## src/rtl/mesi_pkg.sv

```systemverilog
package mesi_pkg;
  typedef enum logic [1:0] {
    ST_I = 2'd0,
    ST_S = 2'd1,
    ST_E = 2'd2,
    ST_M = 2'd3
  } line_st_e;

  typedef enum logic [1:0] {
    OP_RD   = 2'd0,
    OP_RDX  = 2'd1,
    OP_UPGR = 2'd2,
    OP_WB   = 2'd3
  } bus_op_e;
endpackage

```

## src/rtl/mesi_line_store.sv

```systemverilog
module mesi_line_store
  import mesi_pkg::*;
#(
  parameter int LINES  = 4,
  parameter int TAG_W  = 4,
  parameter int DATA_W = 16,
  localparam int IDX_W = $clog2(LINES)
) (
  input  logic                          clk,
  input  logic                          rst_n,
  input  logic [IDX_W-1:0]              a_idx,
  output line_st_e                      a_st,
  output logic [TAG_W-1:0]              a_tag,
  output logic [DATA_W-1:0]             a_data,
  input  logic [IDX_W-1:0]              b_idx,
  output line_st_e                      b_st,
  output logic [TAG_W-1:0]              b_tag,
  output logic [DATA_W-1:0]             b_data,
  input  logic                          wr_en,
  input  logic [IDX_W-1:0]              wr_idx,
  input  line_st_e                      wr_st,
  input  logic                          wr_tag_en,
  input  logic [TAG_W-1:0]              wr_tag,
  input  logic                          wr_data_en,
  input  logic [DATA_W-1:0]             wr_data,
  output logic [LINES-1:0][1:0]         st_vec
);
  line_st_e          st_q   [LINES];
  logic [TAG_W-1:0]  tag_q  [LINES];
  logic [DATA_W-1:0] data_q [LINES];

  for (genvar g = 0; g < LINES; g++) begin : g_line
    logic sel;
    assign sel = wr_en && (wr_idx == IDX_W'(g));
    always_ff @(posedge clk) begin
      if (!rst_n) begin
        st_q[g]   <= ST_I;
        tag_q[g]  <= '0;
        data_q[g] <= '0;
      end else if (sel) begin
        st_q[g] <= wr_st;
        if (wr_tag_en)  tag_q[g]  <= wr_tag;
        if (wr_data_en) data_q[g] <= wr_data;
      end
    end
    assign st_vec[g] = st_q[g];
  end

  assign a_st   = st_q[a_idx];
  assign a_tag  = tag_q[a_idx];
  assign a_data = data_q[a_idx];
  assign b_st   = st_q[b_idx];
  assign b_tag  = tag_q[b_idx];
  assign b_data = data_q[b_idx];
endmodule

```

## src/rtl/mesi_snoop_resp.sv

```systemverilog
module mesi_snoop_resp
  import mesi_pkg::*;
#(
  parameter int TAG_W = 4
) (
  input  logic             snp_valid,
  input  bus_op_e          snp_op,
  input  logic [TAG_W-1:0] snp_tag,
  input  line_st_e         line_st,
  input  logic [TAG_W-1:0] line_tag,
  output logic             hit,
  output logic             shared,
  output logic             flush,
  output logic             upd,
  output line_st_e         nxt_st
);
  always_comb begin
    hit    = snp_valid && (line_st != ST_I) && (line_tag == snp_tag);
    shared = 1'b0;
    flush  = 1'b0;
    upd    = 1'b0;
    nxt_st = line_st;
    if (hit) begin
      upd   = 1'b1;
      flush = (line_st == ST_M);
      if (snp_op == OP_RD) begin
        shared = 1'b1;
        nxt_st = ST_S;
      end else if (snp_op == OP_RDX || snp_op == OP_UPGR) begin
        nxt_st = ST_I;
      end else begin
        upd   = 1'b0;
        flush = 1'b0;
      end
    end
  end
endmodule

```

## src/rtl/mesi_req_engine.sv

```systemverilog
module mesi_req_engine
  import mesi_pkg::*;
#(
  parameter int ADDR_W = 6,
  parameter int DATA_W = 16,
  parameter int IDX_W  = 2,
  localparam int TAG_W = ADDR_W - IDX_W
) (
  input  logic              core_valid,
  input  logic              core_we,
  input  logic [ADDR_W-1:0] core_addr,
  input  logic [DATA_W-1:0] core_wdata,
  output logic              core_ready,
  input  line_st_e          line_st,
  input  logic [TAG_W-1:0]  line_tag,
  input  logic [DATA_W-1:0] line_data,
  input  logic              snp_busy,
  output logic              bus_req_valid,
  input  logic              bus_gnt,
  output bus_op_e           bus_op,
  output logic [ADDR_W-1:0] bus_addr,
  output logic [DATA_W-1:0] bus_wdata,
  input  logic [DATA_W-1:0] bus_rdata,
  input  logic              bus_shared_in,
  output logic              w_en,
  output line_st_e          w_st,
  output logic              w_tag_en,
  output logic              w_data_en,
  output logic [DATA_W-1:0] w_data
);
  logic [IDX_W-1:0] idx;
  logic [TAG_W-1:0] tag;
  logic             tag_hit;
  logic             need_bus;

  assign idx     = core_addr[IDX_W-1:0];
  assign tag     = core_addr[ADDR_W-1:IDX_W];
  assign tag_hit = (line_st != ST_I) && (line_tag == tag);

  always_comb begin
    need_bus  = 1'b1;
    bus_op    = OP_RD;
    bus_addr  = core_addr;
    bus_wdata = line_data;
    if (!tag_hit && line_st == ST_M) begin
      bus_op   = OP_WB;
      bus_addr = {line_tag, idx};
    end else if (!core_we) begin
      need_bus = !tag_hit;
    end else if (tag_hit && (line_st == ST_M || line_st == ST_E)) begin
      need_bus = 1'b0;
    end else if (tag_hit) begin
      bus_op = OP_UPGR;
    end else begin
      bus_op = OP_RDX;
    end
  end

  assign bus_req_valid = core_valid && need_bus && !snp_busy;
  assign core_ready    = core_valid && !need_bus && !snp_busy;

  always_comb begin
    w_en      = 1'b0;
    w_st      = line_st;
    w_tag_en  = 1'b0;
    w_data_en = 1'b0;
    w_data    = core_wdata;
    if (core_ready && core_we) begin
      w_en      = 1'b1;
      w_st      = ST_M;
      w_data_en = 1'b1;
    end else if (bus_req_valid && bus_gnt) begin
      w_en = 1'b1;
      unique case (bus_op)
        OP_WB:   w_st = ST_I;
        OP_UPGR: w_st = ST_M;
        OP_RDX: begin
          w_st      = ST_M;
          w_tag_en  = 1'b1;
          w_data_en = 1'b1;
          w_data    = bus_rdata;
        end
        default: begin
          w_st      = bus_shared_in ? ST_S : ST_E;
          w_tag_en  = 1'b1;
          w_data_en = 1'b1;
          w_data    = bus_rdata;
        end
      endcase
    end
  end
endmodule

```

## src/rtl/mesi_snoop_cache.sv

```systemverilog
module mesi_snoop_cache
  import mesi_pkg::*;
#(
  parameter int ADDR_W = 6,
  parameter int DATA_W = 16,
  parameter int LINES  = 4
) (
  input  logic              clk,
  input  logic              rst_n,
  input  logic              core_valid,
  output logic              core_ready,
  input  logic              core_we,
  input  logic [ADDR_W-1:0] core_addr,
  input  logic [DATA_W-1:0] core_wdata,
  output logic [DATA_W-1:0] core_rdata,
  output logic              bus_req_valid,
  input  logic              bus_gnt,
  output logic [1:0]        bus_op,
  output logic [ADDR_W-1:0] bus_addr,
  output logic [DATA_W-1:0] bus_wdata,
  input  logic [DATA_W-1:0] bus_rdata,
  input  logic              bus_shared_in,
  input  logic              snp_valid,
  input  logic [1:0]        snp_op,
  input  logic [ADDR_W-1:0] snp_addr,
  output logic              snp_shared,
  output logic              snp_flush,
  output logic [DATA_W-1:0] snp_flush_data
);
  localparam int IDX_W = $clog2(LINES);
  localparam int TAG_W = ADDR_W - IDX_W;

  logic [IDX_W-1:0]  c_idx, s_idx;
  line_st_e          c_st, s_st;
  logic [TAG_W-1:0]  c_tag, s_tag;
  logic [DATA_W-1:0] c_data, s_data;
  logic [LINES-1:0][1:0] st_vec;

  logic              s_hit, s_upd;
  line_st_e          s_nst;
  bus_op_e           op_e;

  logic              e_en, e_tag_en, e_data_en;
  line_st_e          e_st;
  logic [DATA_W-1:0] e_data;

  logic              wr_en, wr_tag_en, wr_data_en;
  logic [IDX_W-1:0]  wr_idx;
  line_st_e          wr_st;

  assign c_idx = core_addr[IDX_W-1:0];
  assign s_idx = snp_addr[IDX_W-1:0];

  mesi_line_store #(.LINES(LINES), .TAG_W(TAG_W), .DATA_W(DATA_W)) u_store (
    .clk(clk), .rst_n(rst_n),
    .a_idx(c_idx), .a_st(c_st), .a_tag(c_tag), .a_data(c_data),
    .b_idx(s_idx), .b_st(s_st), .b_tag(s_tag), .b_data(s_data),
    .wr_en(wr_en), .wr_idx(wr_idx), .wr_st(wr_st),
    .wr_tag_en(wr_tag_en), .wr_tag(core_addr[ADDR_W-1:IDX_W]),
    .wr_data_en(wr_data_en), .wr_data(e_data),
    .st_vec(st_vec)
  );

  mesi_snoop_resp #(.TAG_W(TAG_W)) u_snoop (
    .snp_valid(snp_valid), .snp_op(bus_op_e'(snp_op)),
    .snp_tag(snp_addr[ADDR_W-1:IDX_W]),
    .line_st(s_st), .line_tag(s_tag),
    .hit(s_hit), .shared(snp_shared), .flush(snp_flush),
    .upd(s_upd), .nxt_st(s_nst)
  );
  assign snp_flush_data = s_data;

  mesi_req_engine #(.ADDR_W(ADDR_W), .DATA_W(DATA_W), .IDX_W(IDX_W)) u_req (
    .core_valid(core_valid), .core_we(core_we), .core_addr(core_addr),
    .core_wdata(core_wdata), .core_ready(core_ready),
    .line_st(c_st), .line_tag(c_tag), .line_data(c_data),
    .snp_busy(snp_valid),
    .bus_req_valid(bus_req_valid), .bus_gnt(bus_gnt), .bus_op(op_e),
    .bus_addr(bus_addr), .bus_wdata(bus_wdata), .bus_rdata(bus_rdata),
    .bus_shared_in(bus_shared_in),
    .w_en(e_en), .w_st(e_st), .w_tag_en(e_tag_en),
    .w_data_en(e_data_en), .w_data(e_data)
  );
  assign bus_op     = op_e;
  assign core_rdata = c_data;

  // snoop updates win the single write port
  always_comb begin
    if (s_upd) begin
      wr_en = 1'b1; wr_idx = s_idx; wr_st = s_nst;
      wr_tag_en = 1'b0; wr_data_en = 1'b0;
    end else begin
      wr_en = e_en; wr_idx = c_idx; wr_st = e_st;
      wr_tag_en = e_tag_en; wr_data_en = e_data_en;
    end
  end

  // a granted read leaves the slot shared or exclusive per the peers' answer
  p_fill_state_r3: assert property (@(posedge clk) disable iff (!rst_n)
    bus_req_valid && bus_gnt && op_e == OP_RD |=>
      st_vec[$past(c_idx)] == ($past(bus_shared_in) ? 2'(ST_S) : 2'(ST_E)));

  // a completed store leaves its line modified
  p_store_owns_r4: assert property (@(posedge clk) disable iff (!rst_n)
    core_valid && core_ready && core_we |=> st_vec[$past(c_idx)] == 2'(ST_M));

  // a snooped read hit leaves the line shared
  p_snoop_rd_share_r6: assert property (@(posedge clk) disable iff (!rst_n)
    snp_valid && snp_op == 2'(OP_RD) && s_hit |=> st_vec[$past(s_idx)] == 2'(ST_S));

  // read-exclusive or upgrade snoop hit invalidates the line
  p_snoop_inval_r7: assert property (@(posedge clk) disable iff (!rst_n)
    snp_valid && (snp_op == 2'(OP_RDX) || snp_op == 2'(OP_UPGR)) && s_hit |=>
      st_vec[$past(s_idx)] == 2'(ST_I));

  // a granted write-back frees its slot
  p_evict_frees_r9: assert property (@(posedge clk) disable iff (!rst_n)
    bus_req_valid && bus_gnt && op_e == OP_WB |=> st_vec[$past(c_idx)] == 2'(ST_I));

  // a snoop cycle blocks both local paths
  p_snoop_first_r10: assert property (@(posedge clk) disable iff (!rst_n)
    snp_valid |-> !core_ready && !bus_req_valid);
endmodule

```

## config.mk

```make
export PLATFORM = sky130hd
export DESIGN_NAME = mesi_snoop_cache
export DESIGN_NICKNAME = d
export VERILOG_FILES = /design/src/rtl/mesi_pkg.sv /design/src/rtl/mesi_line_store.sv /design/src/rtl/mesi_snoop_resp.sv /design/src/rtl/mesi_req_engine.sv /design/src/rtl/mesi_snoop_cache.sv
export SDC_FILE = /design/constraint.sdc
export NUM_CORES = 1
export LEC_CHECK = 0
export ABC_AREA = 1
export ABC_CLOCK_PERIOD_IN_PS = 11550
export BUFFER_PORTS_ARGS = -buffer_cell sky130_fd_sc_hd__buf_2
export CORE_MARGIN = 2
export CORE_UTILIZATION = 60
export DETAILED_ROUTE_END_ITERATION = 10
export PLACE_DENSITY = 0.85
export SETUP_SLACK_MARGIN = 0.1
export SLEW_MARGIN = 5
export SYNTH_ARGS = -nofsm -noshare
export SYNTH_HDL_FRONTEND = slang
export SYNTH_SLANG_ARGS = --single-unit
export TNS_END_PERCENT = 50
```

## constraint.sdc

```tcl
create_clock -name clk -period 11.55 [get_ports clk]
set_input_delay 1.155 -clock clk [delete_from_list [all_inputs] [get_ports clk]]
set_output_delay 1.155 -clock clk [all_outputs]
set_load 0.01 [all_outputs]
```

[After elaboration in Yosys (flattened, before gate mapping)]
Memories as Yosys holds them, arrays and structs flattened.
Index checks and enable logic that the tools add are counted.
Operators by class
  $add $sub $neg: 0
  equal/unequal tests: 13
  reductions and logical operators: 26
  multiply operators: 0
  shift operators: 0
  divide/modulo/power cells: 0
  magnitude comparators: 0
  multiplexer cells: 88
  bitwise gates (word level): 12
Operators with widths (number)
  16-bit two-way mux: 7
  1-bit two-way mux: 59
  2-bit two-way mux: 16
  2-bit equality test, second input constant: 8
  4-bit two-way mux: 4
  1-bit logical AND: 15
  1-bit bitwise OR: 12
  4-bit equality test: 2
  2-bit by 1-bit equality test with 1-bit output, second input constant: 3
  6-bit two-way mux: 1
  2-bit zero test: 2
  2-bit one-hot mux with 2 select lines: 1
  2-bit nonzero test: 2
  2-bit OR reduction: 2
  1-bit zero test: 3
  1-bit logical OR: 2
Word-level totals
  bits of input ports: 53
  ROM bits: 0
  output and inout bits: 60
  latch bits: 0
  logic and storage cells: 142
  bits in registers: 0
  memories kept: 3
  memory bits (writable): 88
Memory list
  u_store.data_q: depth 4, width 16, read ports 2, clocked after Yosys merged registers in 0, write ports 4, RTL line mesi_line_store.sv:30  | logic [DATA_W-1:0] data_q [LINES];
  u_store.tag_q: depth 4, width 4, read ports 2, clocked after Yosys merged registers in 0, write ports 4, RTL line mesi_line_store.sv:29  | logic [TAG_W-1:0] tag_q [LINES];
  u_store.st_q: depth 4, width 2, read ports 2, clocked after Yosys merged registers in 0, write ports 4, RTL line mesi_line_store.sv:28  | line_st_e st_q [LINES];

[Logic depth before layout (Yosys ltp)]
Gate-level depths: netlist of run 1.
An unclocked memory read counts as a cell.
  depth after elaboration: 18
  mapped depth: 24
  mapped depth without buffers: 21

[Cells and area by module]
From an unflattened synthesis of run 1, not the netlist that was laid out.
Second synthesis, totals
  cells, all modules: 778
  area total of the unflattened synthesis: 5826.8 um^2
By module, submodules not included
  mesi_line_store: seq. area each 2642.5 um^2, instances 1, cells an instance 580, area an instance 4839.6 um^2
  mesi_req_engine: seq. area each 0.0 um^2, instances 1, cells an instance 141, area an instance 725.7 um^2
  mesi_snoop_resp: seq. area each 0.0 um^2, instances 1, cells an instance 38, area an instance 186.4 um^2
  mesi_snoop_cache: seq. area each 0.0 um^2, instances 1, cells an instance 19, area an instance 75.1 um^2

[Worst setup path after synthesis of run 1]
OpenSTA, ideal clock, no wires.
  path kind: input -> register
  start: in core_addr[0]
  end: mem u_store.data_q[2][0] (enable)
  required time: 11.139 ns
  stages on the path: 20
  slack: 6.567 ns
  arrival: 4.572 ns
  library setup time: 0.411 ns
  buffers on the path: 2
  cell sequence: buf_4 > inv_4 > buf_6 > nand2_1 > nand3_1 > nand2_1 > nand2_1 > nand2_1 > nor2_1 > inv_1 > nor2_1 > inv_1 > nand2_1 > o21ai_0 > ha_1 > nor2_1 > nand4_1 > nand2_4 > inv_1 > o21ai_0
RTL lines
  start, declared: RTL line mesi_snoop_cache.sv:13  | input logic [ADDR_W-1:0] core_addr,
  end, declared: RTL line mesi_line_store.sv:30

==> results.toml, run 1 <==
[logic_synthesis]
netlist.area_leader.share_pct = 47.1
ys_seq_elements = 88
syn_avg_cell_area_um2 = 8.09
synthArstFlopShare_pct = 0
synth_edf_count = 88
synth_nets = 751
synthDistinctLibCells = 31
yosysWarnings = 0
syn_area_um2 = 5610
syn_inst = 693
ys.flop_type = "edfxtp_1"
synth_top_area_cell = "edfxtp_1"
ys_top_cells_by_area = "edfxtp_1 (47%), nand2_1 (10%), nor2_1 (10%)"
yosysSeqAreaShare_pct = 47.1

[global_route]
grt_pass1_vias = 5141
overflow = 0
grt_max_degree = 48
grt_pass1_wl_um = 23600
grt_usage_pct = 29.9
antenna_found_initial = 0

[floorplan]
die_y_um = 101
start_util_pct = 61.3
die_w_um = 101
io_pins = 113
rows = 35
dieArea_um2 = 10100
fp.coreArea_um2 = 9150

[placed_design]
port_buffers = 112
placedCellCount = 862
finalWeightedCongestion = 0.859
hpwl_um = 10000

[detailed_routing]
first_iter_violations = 521
drt_first_pass_iters = 6
vias_per_cell = 6.03
vias = 5298
wl_per_cell_um = 16.9
wirelength_um = 14900
drc_errors = 0
final_antenna_net_count = 0

[clock_network]
numCtsBuffers = 9
clkTransAtPathRegs_ps = 90
clk_latency_ps = 360
cts_resized = 0
cts_sinks = 88
clock-root-buffer = "clkbuf_8"
cts_tree = "yes"
htree_levels = 3
cts_hold_buf = 0
max-clock-path-buffers = 2
post_cts_buffers = 0

[timing]
fin_crit_sh_pct = 48.4
slew_violations = 0
fin_crit_ps = 5590
worst_pin_slew_ps = 1030
setup_viol_count_final = 0
slew_headroom_pct = 31.1
fin_skew_ps = 12.8
hold_viol = 0
fmax_mhz = 179
finalSetupTns_ps = 0
rsz0062_at_grt = "false"

[critical_path]
crit_type = "in2reg"
max_stage_delay_ps = 830
endpoint = "u_store.data_q[0][2]"
crit_chain = "buf_2 > inv_4 > nand2_1 > nand3_1 > nand3_1 > nand2_1 > nor2_1 > inv_1 > nor2_1 > inv_1 > nand2_1 > o21ai_0 > ha_1 > nor2_1 > nand4_1 > buf_4 > nand2_4 > inv_1 > o21ai_2"
r2r_cells = 17
r2r_setup_slack_ps = 7400
cp_max_fo = 47
cp_top_family = "buffers and inverters"
critPathSlowestCell = "o21ai_2"
crit_buf_inv = 6
worstPathArrival_ps = 5560
critPathLaunchType = "input pin"
reg2reg_to = "u_store.data_q[0][2]"
end_kind = "flop"
setup.worst_path.start = "core_addr[0]"
crit_required_ps = 11530
r2r_start = "u_store.tag_q[1][3]"
crit_cells = 19

[cells_and_area]
area_growth_pct = 9.62
instances_no_fill = 878
drive_above_1_share_pct = 22.0
n_fill_cell = 717
diodes = 0
nets = 820

[flow_run]
cap_violations = 0

[power_and_ir_drop]
leakage_nw = 2.74
peakVddDrop_uv = 91.2
p_per_area_nw_per_um2 = 114

[hold_path]
hp-class = "reg2reg"

[run_status]
status = "complete, no violations"
worst min-delay path by stage:
stage / start / cells past startpoint / to / slack, ps
3_5_place_dp: u_store.st_q[0][0] / 6 / u_store.st_q[2][0] / 970
3_3_place_gp: u_store.st_q[2][1] / 6 / u_store.st_q[1][1] / 970
4_1_cts: u_store.st_q[0][0] / 6 / u_store.st_q[2][0] / 990
5_1_grt: u_store.st_q[2][0] / 6 / u_store.st_q[2][0] / 1080
2_1_floorplan: u_store.st_q[2][0] / 6 / u_store.st_q[0][0] / 850
6_report: u_store.st_q[0][0] / 6 / u_store.st_q[2][0] / 1000
flip-flops by register name, indices dropped and copies added, names as in the netlist:
register / cells
u_store.data_q: 64
u_store.tag_q: 16
u_store.st_q: 8
layer usage:
metal / wire (µm) / vias to the layer above / GRT usage (%)
met3: 1620 / 50 / 5.76
met1: 5630 / 2426 / 37.3
met4: 361 / 0 / 13.7
met2: 7250 / 369 / 50.5
li1: - / 2453 / -
met5: 0 / - / 0
tightest hold or removal path, delay by kind of cell, from the launching register on:
family / cells / cell delay (ps)
flip-flops: 1 / 350
AND/OR/NAND/NOR: 6 / 540
stage by stage:
stage	instance area [µm²]	setup WS, ps	power [mW]	utilization, %	hold slack, ps
after floorplan	5610	6570	0.472	-	849
after global placement	5980	6110	0.509	65.3	971
after detailed placement	5980	5750	0.514	65.3	966
after CTS	6150	6100	0.697	67.1	992
after global routing	6150	5730	0.727	67.1	1080
final	6150	5960	0.702	67.1	1000
placed cells by master, fill, tap and decap left out, types with 5 or more instances in the layout:
cell / count
ha_1: 5
nand3_1: 42
nor2_4: 7
nor2_1: 152
clkbuf_8: 9
edfxtp_1: 88
o21ai_0: 73
nor2_2: 9
nand4_1: 5
buf_2: 112
o22ai_1: 32
inv_1: 39
nand2_1: 153
where the power goes:
| group | internal (mW) | leakage (nW) | switching (mW) |
|---|---|---|---|
| registers | 0.362 | 0.908 | 0.00671 |
| logic | 0.0443 | 1.74 | 0.0968 |
| clock network | 0.0783 | 0.0912 | 0.114 |
kinds of logic (layout without fill, tap and decap cells):
logic type / count (synthesis) / after routing / synth area share [%]
fa+ha+maj: 5 / 5 / 1.12
flops: 88 / 88 / 47.1
compound gates: 114 / 114 / 11.1
buf+inv: 100 / 174 / 9.42
simple gates: 386 / 386 / 31.3
layout make-up:
type / count / area [µm²] / area share, %
clock buffer: 9 / 124 / 2.02
clock inverter: 7 / 45.0 / 0.733
inverter: 45 / 176 / 2.87
multi-input combinational: 505 / 2450 / 39.9
sequential: 88 / 2640 / 43.0
tap: 111 / 139 / 2.26
timing repair buffer: 113 / 568 / 9.24
synth_stat cells (3+ instances only):
library cell	n
inv_2	4
ha_1	5
buf_6	7
o21ai_0	75
nor2_2	9
nor2_4	7
nand4_2	4
o22ai_1	32
nand4_1	5
clkbuf_1	17
nor2_1	152
buf_2	8
nand4_4	4
nand2_1	153
nand2_2	3
nand3_1	42
edfxtp_1	88
inv_1	39
o21ai_1	4
buf_4	22
(Power assumes the default switching activity.)
==> inputs of run 2 (changes only) <==
- ABC_AREA: 1 -> 0
- ABC_CLOCK_PERIOD_IN_PS: 11550 -> 5450
- CORE_UTILIZATION: 60 -> 55
- PLACE_DENSITY: 0.85 -> 0.8
- clock period: 11.55 -> 5.45 ns (I/O delays scaled with it)
==> run 2 against run 1 <==
Against the previous run: clock-buffer cell count rose by 1; utilization fell by 1.8 points; sequential power is 120% higher; routed wire length shrank 17%; largest power group unchanged; non-clock buffer count up 3; critical path type unchanged; area after synthesis down 9.9%.
==> results.toml, run 2 <==
[run_status]
status = "complete, no violations"

[critical_path]
cp_max_fo = 27
crit_required_ps = 5420
crit_type = "in2reg"
end_kind = "flop"
worstPathArrival_ps = 4110
critPathLaunchType = "input pin"

[logic_synthesis]
synth_common_cells = "nor2_1 (101), edfxtp_1 (88), mux4_2 (42), buf_4 (19), a22oi_1 (16)"
synth_top_area_cell = "edfxtp_1"
ys.flop_type = "edfxtp_1"
synth_edf_count = 88
synth_nets = 448
ys_top_cells_by_area = "edfxtp_1 (52%), mux4_2 (19%), nor2_1 (7.5%)"
ys_seq_elements = 88
synthDistinctLibCells = 37
yosysSeqAreaShare_pct = 52.3
syn_avg_cell_area_um2 = 13.0
synthArstFlopShare_pct = 0
syn_area_um2 = 5050
netlist.area_leader.share_pct = 52.3
syn_inst = 390
synth_most_common_cell = "nor2_1"
yosysWarnings = 0

[detailed_routing]
wl_per_cell_um = 20.8
first_iter_violations = 293
vias_per_cell = 6.12
wirelength_um = 12300
drt_first_pass_iters = 7
final_antenna_net_count = 0
vias = 3610
drc_errors = 0

[cells_and_area]
diodes = 0
drive_above_1_share_pct = 38.8
n_fill_cell = 643
fin_area_um2 = 5760
post-route-util_pct = 65.4
final_cell_mix = "buf_2 (112), nor2_1 (97), edfxtp_1 (88)"
largest_registers = "u_store.data_q x64, u_store.tag_q x16, u_store.st_q x8"
largest-register = "u_store.data_q"
area_growth_pct = 13.9
nets = 535
layout_commonest_cell = "buf_2"
largest_reg_flops = 64

[floorplan]
dieArea_um2 = 9970
start_util_pct = 57.4
rows = 34
fp.coreArea_um2 = 8810
io_pins = 113
die_w_um = 99.9
die_y_um = 99.9

[clock_network]
post_cts_buffers = 0
cts_resized = 0
max-clock-path-buffers = 2
cts_sinks = 88
cts_tree = "yes"
numCtsBuffers = 9
cts_hold_buf = 0
clkTransAtPathRegs_ps = 80
clock-root-buffer = "clkbuf_8"
htree_levels = 3
clk_latency_ps = 350

[timing]
worst_pin_slew_ps = 1040
fmax_mhz = 242
rsz0062_at_grt = "false"
setup_viol_count_final = 0
fin_crit_sh_pct = 75.9
hold_viol = 0
whs_ps = 592
fin_crit_ps = 4130
slew_headroom_pct = 30.3
finalSetupTns_ps = 0
fin_skew_ps = 12.4
slew_violations = 0

[flow_run]
cap_violations = 0

[global_route]
grt_max_degree = 28
grt_usage_pct = 26.2
grt_pass1_vias = 3605
overflow = 0
grt_pass1_wl_um = 19400
antenna_found_initial = 0

[power_and_ir_drop]
power_frac_seq_pct = 52.7
p_per_area_nw_per_um2 = 261
intPower_mw = 1.11
peakVddDrop_uv = 126
p_switching_uw = 398
leakage_nw = 2.14
swShare_pct = 26.5
p_comb_share_pct = 17.9
clockPowerShare_pct = 29.4

[hold_path]
hp-class = "in2reg"

[placed_design]
port_buffers = 112
finalWeightedCongestion = 0.909
placed_cell_area_um2 = 5560
hpwl_um = 8800
## run 2: kinds of logic (layout without fill, tap and decap cells)
group                      after synthesis  in the layout  synth area share (%)
buffers and inverters                   50            142                  5.32
and+or+nand+nor                        153            153                  13.5
DFF                                     88             88                  52.3
muxes                                   57             57                  21.8
AOI/OAI and AO/OA                       28             28                  4.23
adders and majority gates                5              5                  1.24
xor gates and xnor gates                 9              9                  1.56
## run 2: worst paths after layout
path,cells past startpoint,endpoint,from,slack (ps)
worst max-delay path,11,u_store.data_q[2][13],core_addr[1],1320
worst min-delay path,3,u_store.data_q[2][8],bus_rdata[8],590
worst max register to register,10,u_store.data_q[2][13],u_store.tag_q[3][2],1560
worst min register to register,4,u_store.st_q[1][1],u_store.st_q[2][1],1170
## run 2: final cells by class
type                    instances  area (µm²)  area share, %
inverters                      10        37.5          0.652
flip-flops and latches         88        2640           45.9
well taps                     108         135           2.35
clock inverters                 6        66.3           1.15
repair buffers                116         591           10.3
multi-input cells             252        2160           37.5
clock buffers                  10         128           2.22
## run 2: through the flow
step,setup slack (ps),total power [mW],cells
finish,1320,1.51,590
global route,1040,1.56,590
CTS,1370,1.51,590
detailed placement,986,1.08,574
global placement,1090,1.07,574
floorplan,1280,0.989,390
## run 2: layer usage
| layer | GRT usage [%] | routed length [µm] | vias up |
|---|---|---|---|
| met5 | 0 | 0 | - |
| met4 | 9.59 | 202 | 0 |
| met3 | 4.11 | 1050 | 18 |
| met2 | 43.7 | 6360 | 196 |
| met1 | 35.3 | 4660 | 1781 |
| li1 | - | - | 1615 |
## run 2: power by group through the flow
stage          logic [mW]  registers (mW)  clock network, mW
5_1_grt             0.291           0.797              0.473
6_report            0.269           0.794              0.443
2_1_floorplan       0.189           0.800                  0
3_3_place_gp        0.263           0.805                  0
4_1_cts             0.270           0.794              0.448
3_5_place_dp        0.269           0.809                  0
## run 2: critical path, cell delays in order
cell and delay (ps):
buf_2 540, mux4_2 430, xnor2_1 180, o211ai_2 180, nor3_1 370, or2_2 250, nand2_1 130, ha_1 260
nor3_4 230, nor3b_1 140, nor2_2 840
